$ cat src/rtl/fracn_pkg.sv
package fracn_pkg;
    typedef enum logic {
        ORDER_ONE = 1'b0,
        ORDER_TWO = 1'b1
    } order_e;

    typedef logic signed [2:0] ofs_t;
endpackage

$ cat src/rtl/sdm_order1.sv
module sdm_order1 #(
    parameter int FRAC_W = 8
) (
    input  logic              clk,
    input  logic              rst_n,
    input  logic              upd_i,
    input  logic [FRAC_W-1:0] frac_i,
    output logic              bit_o
);
    localparam int ACC_W = FRAC_W + 2;
    localparam logic signed [ACC_W-1:0] HALF = ACC_W'(1 << (FRAC_W - 1));
    localparam logic signed [ACC_W-1:0] FULL = ACC_W'(1 << FRAC_W);
    localparam logic signed [ACC_W-1:0] LO   = -HALF;
    localparam logic signed [ACC_W-1:0] HI   = FULL + HALF;

    typedef struct packed {
        logic [ACC_W-1:0] acc;
    } st_t;

    st_t s_d, s_q;
    logic signed [ACC_W-1:0] acc_s;
    logic signed [ACC_W-1:0] fx;

    always_comb begin
        acc_s = $signed(s_q.acc);
        fx    = $signed({2'b00, frac_i});
        bit_o = (acc_s >= HALF);
        s_d   = s_q;
        if (upd_i) begin
            s_d.acc = acc_s + fx - (bit_o ? FULL : '0);
        end
    end

    always_ff @(posedge clk or negedge rst_n) begin
        if (!rst_n) begin
            s_q <= '0;
        end else begin
            s_q <= s_d;
        end
    end

    // integrator stays inside its range, no wrap
    a_r3_no_overflow: assert property (@(posedge clk) disable iff (!rst_n)
        ($signed(s_q.acc) >= LO) && ($signed(s_q.acc) < HI));
endmodule

$ cat src/rtl/sdm_order2.sv
module sdm_order2 #(
    parameter int FRAC_W = 8
) (
    input  logic              clk,
    input  logic              rst_n,
    input  logic              upd_i,
    input  logic [FRAC_W-1:0] frac_i,
    output fracn_pkg::ofs_t   ofs_o
);
    localparam int ACC_W = FRAC_W + 2;
    localparam int U_W   = FRAC_W + 3;
    localparam logic signed [U_W-1:0]   HALF_U = U_W'(1 << (FRAC_W - 1));
    localparam logic signed [ACC_W-1:0] HALF   = ACC_W'(1 << (FRAC_W - 1));
    localparam logic signed [ACC_W-1:0] LO     = -HALF;

    typedef struct packed {
        logic [ACC_W-1:0] e1;
        logic [ACC_W-1:0] e2;
    } st_t;

    st_t s_d, s_q;
    logic signed [U_W-1:0] fx, e1x, e2x, u, r, q, e;

    always_comb begin
        fx    = $signed({3'b000, frac_i});
        e1x   = $signed({s_q.e1[ACC_W-1], s_q.e1});
        e2x   = $signed({s_q.e2[ACC_W-1], s_q.e2});
        u     = fx + (e1x <<< 1) - e2x;
        r     = u + HALF_U;
        q     = r >>> FRAC_W;
        e     = u - (q <<< FRAC_W);
        ofs_o = q[2:0];
        s_d   = s_q;
        if (upd_i) begin
            s_d.e1 = e[ACC_W-1:0];
            s_d.e2 = s_q.e1;
        end
    end

    always_ff @(posedge clk or negedge rst_n) begin
        if (!rst_n) begin
            s_q <= '0;
        end else begin
            s_q <= s_d;
        end
    end

    // stored errors stay within half a quantizer step
    a_r5_err_bounded: assert property (@(posedge clk) disable iff (!rst_n)
        ($signed(s_q.e1) >= LO) && ($signed(s_q.e1) < HALF) &&
        ($signed(s_q.e2) >= LO) && ($signed(s_q.e2) < HALF));
endmodule

$ cat src/rtl/fracn_modsel.sv
module fracn_modsel
    import fracn_pkg::*;
#(
    parameter int INT_W  = 8,
    parameter int FRAC_W = 8
) (
    input  logic                    clk,
    input  logic                    rst_n,
    input  logic                    step_i,
    input  logic                    mode_i,
    input  logic [INT_W-1:0]        int_i,
    input  logic [FRAC_W-1:0]       frac_i,
    output logic [INT_W:0]          ratio_o,
    output logic signed [2:0]       offset_o
);
    localparam int RAT_W = INT_W + 1;

    typedef struct packed {
        logic [2:0]       ofs;
        logic [RAT_W-1:0] ratio;
    } out_t;

    out_t   o_d, o_q;
    order_e order;
    logic   upd1, upd2, bit1;
    ofs_t   ofs2;

    assign order = order_e'(mode_i);
    assign upd1  = step_i && (order == ORDER_ONE);
    assign upd2  = step_i && (order == ORDER_TWO);

    sdm_order1 #(.FRAC_W(FRAC_W)) i_ord1 (
        .clk(clk), .rst_n(rst_n), .upd_i(upd1), .frac_i(frac_i), .bit_o(bit1)
    );

    sdm_order2 #(.FRAC_W(FRAC_W)) i_ord2 (
        .clk(clk), .rst_n(rst_n), .upd_i(upd2), .frac_i(frac_i), .ofs_o(ofs2)
    );

    always_comb begin
        o_d = o_q;
        if (step_i) begin
            o_d.ofs   = (order == ORDER_TWO) ? ofs2 : {2'b00, bit1};
            o_d.ratio = {1'b0, int_i} + {{(RAT_W-3){o_d.ofs[2]}}, o_d.ofs};
        end
    end

    always_ff @(posedge clk or negedge rst_n) begin
        if (!rst_n) begin
            o_q <= '0;
        end else begin
            o_q <= o_d;
        end
    end

    assign ratio_o  = o_q.ratio;
    assign offset_o = $signed(o_q.ofs);

    // offset confined to -1..+2
    a_r5_offset_range: assert property (@(posedge clk) disable iff (!rst_n)
        (offset_o >= -3'sd1) && (offset_o <= 3'sd2));

    // first-order steps produce a two-level offset
    a_r2_two_level: assert property (@(posedge clk) disable iff (!rst_n)
        (step_i && !mode_i) |=> (offset_o == 3'sd0 || offset_o == 3'sd1));

    // outputs hold between steps
    a_r8_hold: assert property (@(posedge clk) disable iff (!rst_n)
        !step_i |=> ($stable(ratio_o) && $stable(offset_o)));

    // ratio equals the sampled N plus the signed offset
    a_r9_ratio_sum: assert property (@(posedge clk) disable iff (!rst_n)
        step_i |=> (ratio_o == ({1'b0, $past(int_i)} +
                     {{(RAT_W-3){offset_o[2]}}, offset_o})));
endmodule

$ cat config.mk
export PLATFORM = sky130hd
export DESIGN_NAME = fracn_modsel
export DESIGN_NICKNAME = d
export VERILOG_FILES = /design/src/rtl/fracn_pkg.sv /design/src/rtl/sdm_order1.sv /design/src/rtl/sdm_order2.sv /design/src/rtl/fracn_modsel.sv
export SDC_FILE = /design/constraint.sdc
export NUM_CORES = 1
export LEC_CHECK = 0
export ABC_AREA = 1
export BUFFER_PORTS_ARGS = -buffer_cell sky130_fd_sc_hd__buf_2
export CORE_MARGIN = 2
export CORE_UTILIZATION = 50
export CTS_BUF_LIST = sky130_fd_sc_hd__clkbuf_8
export CTS_CLUSTER_DIAMETER = 40
export DETAILED_ROUTE_END_ITERATION = 8
export PLACE_DENSITY_LB_ADDON = 0.05
export SLEW_MARGIN = 20
export SYNTH_ARGS = -nofsm -noshare
export SYNTH_HDL_FRONTEND = slang
export SYNTH_SLANG_ARGS = --single-unit
$ cat constraint.sdc
create_clock -name clk -period 4.8 [get_ports clk]
set_clock_uncertainty 0.15 [all_clocks]
set_input_delay 0 -clock clk [delete_from_list [all_inputs] [get_ports clk]]
set_output_delay 0 -clock clk [all_outputs]
set_load 0.02 [all_outputs]
# [After elaboration in Yosys (flattened, before gate mapping)]
# Cells that the tools add are included.
[word_totals] reg_bits=42 input_bits=20 out_inout_bits=12 elab_cells=18
[classes] n_addsub=7 n_lt_le_gt_ge=1 mux=2 bitwise_logic=1 n_reduce_logical=2
[op_table] operator="10-bit subtractor" n=2
[op_table] operator="11-bit by 9-bit adder with 11-bit output, second input constant" n=1
[op_table] operator="9-bit by 11-bit adder with 11-bit output" n=1
[op_table] operator="11-bit by 10-bit subtractor with 11-bit output" n=1
[op_table] operator="10-bit by 8-bit adder with 10-bit output" n=1
[op_table] operator="10-bit by 9-bit greater-or-equal comparator with 1-bit output, second input constant" n=1
[op_table] operator="8-bit by 9-bit adder with 9-bit output" n=1
[op_table] operator="9-bit two-way mux" n=1
[op_table] operator="3-bit two-way mux" n=1
[op_table] operator="1-bit logical AND" n=2
[op_table] operator="1-bit NOT" n=1

# [Longest topological paths before layout]
[logic_depth] ltp_word=5 mapped_depth=27 depth_no_buf=27

# [By module]
# From an unflattened synthesis, not the netlist that was laid out.
[hier_totals] cells_unflattened=485 area_unflattened_um2=3315.7
[by_module_without_submodules] module="sdm_order2" instances=1 cells_each=195 area_each_um2=1402.6 seq_area_each_um2=400.4
[by_module_without_submodules] module="sdm_order1" instances=1 cells_each=156 area_each_um2=1001.0 seq_area_each_um2=250.2
[by_module_without_submodules] module="fracn_modsel" instances=1 cells_each=134 area_each_um2=912.1 seq_area_each_um2=300.3

# [Worst setup path after synthesis]
# OpenSTA, ideal clock, no wires.
[synth_path] path_kind="register -> register" start="register i_ord2.s_q, in the netlist i_ord2.e1x[0]" end="register o_q, in the netlist ratio_o[6]" setup_time_ns=0.127 arrival_ns=3.551 required_ns=4.523 path_slack_ns=0.972 stages_incl_launch_ff=26 path_buffers=0 period_less_slack_ns=3.828 cell_sequence="dfrtp_1 -> inv_1 -> fa_1 -> inv_1 -> ha_1 -> inv_1 -> fa_1 -> inv_1 -> nand2_1 -> nand2_1 -> nand3b_1 -> nand3_1 -> nand2_1 -> ha_1 -> mux2i_1 -> ha_1 -> fa_1 -> nand2_1 -> nand2_1 -> nand2_1 -> nand2_1 -> nand2_1 -> nand2_1 -> a21oi_1 -> or2_2 -> a31oi_1"
[synth_between] elab_chain_len=5
[synth_rtl] item="from (decl)" line_no="sdm_order2.sv:21" rtl="st_t s_d, s_q;"
[synth_rtl] item="from (signal assigned)" line_no="sdm_order2.sv:42" rtl="s_q <= '0;"
[synth_rtl] item="from (signal assigned)" line_no="sdm_order2.sv:44" rtl="s_q <= s_d;"
[synth_rtl] item="9-bit by 11-bit adder with 11-bit output" line_no="sdm_order2.sv:28" rtl="u = fx + (e1x <<< 1) - e2x;"
[synth_rtl] item="11-bit by 10-bit subtractor with 11-bit output" line_no="sdm_order2.sv:28"
[synth_rtl] item="11-bit by 9-bit adder with 11-bit output" line_no="sdm_order2.sv:29" rtl="r = u + HALF_U;"
[synth_rtl] item="3-bit two-way mux" line_no="fracn_modsel.sv:43" rtl="o_d.ofs = (order == ORDER_TWO) ? ofs2 : {2'b00, bit1};"
[synth_rtl] item="8-bit by 9-bit adder with 9-bit output" line_no="fracn_modsel.sv:44" rtl="o_d.ratio = {1'b0, int_i} + {{(RAT_W-3){o_d.ofs[2]}}, o_d.ofs};"
[synth_rtl] item="to (signal assigned)" line_no="fracn_modsel.sv:50" rtl="o_q <= '0;"
[synth_rtl] item="to (signal assigned)" line_no="fracn_modsel.sv:52" rtl="o_q <= o_d;"
[synth_rtl] item="to (decl)" line_no="fracn_modsel.sv:23" rtl="out_t o_d, o_q;"
# Every way passes these cells.
# A chain may end at the register's enable or synchronous reset.

# [Final worst setup path]
[layout_path] start="register i_ord2.s_q, in the netlist i_ord2.e1x[0]" end="register o_q, in the netlist ratio_o[1]"
# Same word-level chain as after synthesis.

==> impl_metrics.py <==
metrics = {
    "logic_synthesis": {
        "yosys.area_share.xor_xnor_pct": 2.38,
        "syn-num-nets": 515,
        "yosysWarnings": 0,
        "synth_compound_area_share_pct": 10.7,
        "synthCells": 448,
        "yosysTopAreaCellShare_pct": 31.7,
        "synth_mux_area_share_pct": 0.642,
        "yosysUniqueCellTypes": 32,
        "yosys.area_share.adder_pct": 19.8,
        "synth_top_area_cell": "dfrtp_1",
        "seq_area_frac_synth_pct": 31.7,
        "ys_seq_elements": 42,
        "synth_top_family_by_area": "simple AND/OR/NAND/NOR gates",
        "synth_area_sq_mm": 0.00331,
        "yosys.area_share.simple_pct": 23.2,
        "synth.area.top_cells": "dfrtp_1 (32%), ha_1 (14%), nand2_1 (14%)",
        "avgSynthCellArea_sq_um": 7.39,
    },
    "setup_path": {
        "crit_fanout": 3,
        "path_class": "register to register",
        "cp_data_arrival_time_ps": 4290,
        "cp.required_ps": 4840,
        "cp-start-kind": "register",
        "endpoint_kind": "register",
    },
    "flow_run": {
        "cap_violations": 0,
    },
    "place": {
        "dpl_worst_slack_ps": 602,
        "io_buffers": 31,
        "post-dp-hpwl_mm": 5.13,
        "gp_routability_congestion": 0.891,
    },
    "layout": {
        "drive_gt1_share_pct": 11.1,
        "seq_area_sq_mm": 0.00105,
        "antenna_cells": 0,
        "area_growth_pct": 12.0,
        "finish.net_count": 554,
        "multi_input_area_sq_mm": 0.00188,
        "n_fill_cell": 644,
    },
    "sta": {
        "slew_viol_final": 0,
        "final.period_utilization_pct": 88.4,
        "finalWorstSetupSlack_ps": 554,
        "setup_viol": 0,
        "relSlewSlack_pct": 33.1,
        "tns_ps": 0,
        "fin_crit_ps": 4250,
        "worst_pin_slew_ps": 1000,
        "clock.fmax_mhz": 236,
        "timing.final.hold_violations": 0,
        "rsz0062_at_grt": "false",
    },
    "detailed_routing": {
        "drtIter0Drc": 108,
        "drcViolationCount": 0,
        "drt_wl_total_mm": 6.61,
        "vias_per_cell": 4.93,
        "wire_per_inst_um": 11.7,
        "dr_total_vias": 2787,
        "ant_nets": 0,
        "firstDrtPassIters": 4,
    },
    "clocking": {
        "cts_tree": "yes",
        "h-tree-depth": 2,
        "ctsHoldBuffers": 7,
        "clock_path_buffers": 2,
        "postCtsSetupBuffers": 0,
        "root_buffer": "clkbuf_8",
        "ctsResizeCount": 0,
        "numCtsBuffers": 5,
        "worstSkewPairLatency_ps": 290,
        "cts.sinks": 42,
        "cts.reportedPaths.clkPinSlew_ps": 80,
    },
    "floorplanning": {
        "num_rows": 29,
        "dieArea_sq_mm": 0.00729,
        "io_pins": 32,
        "core_sq_mm": 0.00639,
        "die_h_um": 85.4,
        "initial_utilization_pct": 51.8,
        "dieWidth_um": 85.4,
    },
    "grt": {
        "track_usage_pct": 20.2,
        "grt_antenna_before_repair": 0,
        "grt.overflow.total": 0,
        "grt_max_degree": 43,
        "grt_pass1_vias": 2768,
        "grt_pass1_wl_mm": 12.0,
    },
    "status": {
        "status": "finished, final reports clean",
    },
    "hold_path": {
        "hp-class": "input port to register",
    },
}
[routing by layer]
layer | vias up | part of all wire [%] | track usage, %
li1 | 1484 | - | -
met1 | 1271 | 52 | 28.3
met2 | 27 | 45 | 33.2
met3 | 5 | 2.5 | 3.31
met4 | 0 | 0.89 | 4.47
met5 | - | 0 | 0
[cell usage in the layout (no fill, tap or decap), types with 2 or more instances in the layout]
master / synthesis / layout
nand2_1: 126 / 125
inv_1: 94 / 94
dfrtp_1: 42 / 42
ha_1: 38 / 38
o21ai_0: 31 / 31
buf_2: 0 / 31
a21oi_1: 21 / 21
nand3_1: 20 / 20
nor2_1: 20 / 20
fa_1: 9 / 9
dlygate4sd3_1: 0 / 7
xor2_1: 6 / 6
clkbuf_8: 0 / 6
nand2_2: 3 / 4
nand4_1: 4 / 4
or2_2: 4 / 4
xnor2_1: 3 / 3
a31oi_1: 3 / 3
nand3_2: 2 / 2
o22ai_1: 2 / 2
[worst max-delay path: stages (launching register included)]
cell and delay, ps:
dfrtp_1 380, inv_1 90, fa_1 410, inv_1 70
ha_1 180, inv_1 70, fa_1 360, inv_1 70
nand2_1 60, nand2_1 100, nand3b_1 130, nand2_1 100
nand2_1 50, nand2_1 120, ha_1 280, mux2i_1 210
ha_1 220, fa_1 410, nand2_1 70, dlygate4sd3_1 540
nand2_1 60
[final cells by class]
type / count / area share [%]
clock inverter: 2 / 0.337
clock buffer: 6 / 2.23
multi-input combinational: 305 / 50.7
inverter: 94 / 9.52
tap: 77 / 2.60
sequential: 42 / 28.3
timing repair buffer: 39 / 6.28
[kinds of logic (layout without fill, tap and decap cells)]
logic type / Yosys count / after routing
xor gates and xnor gates: 9 / 9
DFF: 42 / 42
adders and majority gates: 47 / 47
AOI/OAI and AO/OA: 65 / 65
muxes: 2 / 2
and+or+nand+nor: 182 / 182
buffers and inverters: 101 / 141
[synth_stat cells, drive strengths merged]
master and n:
a211oi 1, a21o 1, a21oi 22, a31o 1, a31oi 3, buf 1
clkbuf 6, dfrtp 42, fa 9, ha 38, inv 94, mux2 1
mux2i 1, nand2 129, nand3 23, nand3b 1, nand4 4, nor2 20
o2111ai 1, o211ai 1, o21ai 32, o21bai 1, o22ai 2, or2 5
xnor2 3, xor2 6
[final timing paths]
check                           startpoint         endpoint  slack (ps)  cells after the start
setup / recovery             i_ord2.e1x[0]       ratio_o[1]         550                     20
hold / removal                    int_i[7]       ratio_o[7]           3                      4
setup reg to reg             i_ord2.e1x[0]       ratio_o[1]         550                     20
hold reg to reg            i_ord1.acc_s[0]  i_ord1.acc_s[0]         330                      2
max in group asynchronous            rst_n    i_ord2.e2x[8]        3630                      2
min in group asynchronous            rst_n    i_ord2.e2x[2]         250                      2
[metrics by stage]
step	util (%)	instance area (sq um)	hold slack (ps)	instances
2_1_floorplan	-	3310	-446	448
3_3_place_gp	55.4	3540	68.2	550
4_1_cts	58.0	3700	2.43	565
6_report	58.1	3710	3.14	565
5_1_grt	58.1	3710	30.4	565
3_5_place_dp	55.4	3540	63.1	550
[registers in the layout (all words and copies together), names as in the netlist]
| name | flops |
|---|---|
| i_ord2.e1x | 10 |
| ratio_o | 9 |
| offset_o | 3 |
| i_ord2.e2x | 10 |
| i_ord1.acc_s | 10 |
Power is left out: the tool's default activity adds up to more than one toggle a clock period on the data nets, which glitch-free logic cannot reach.
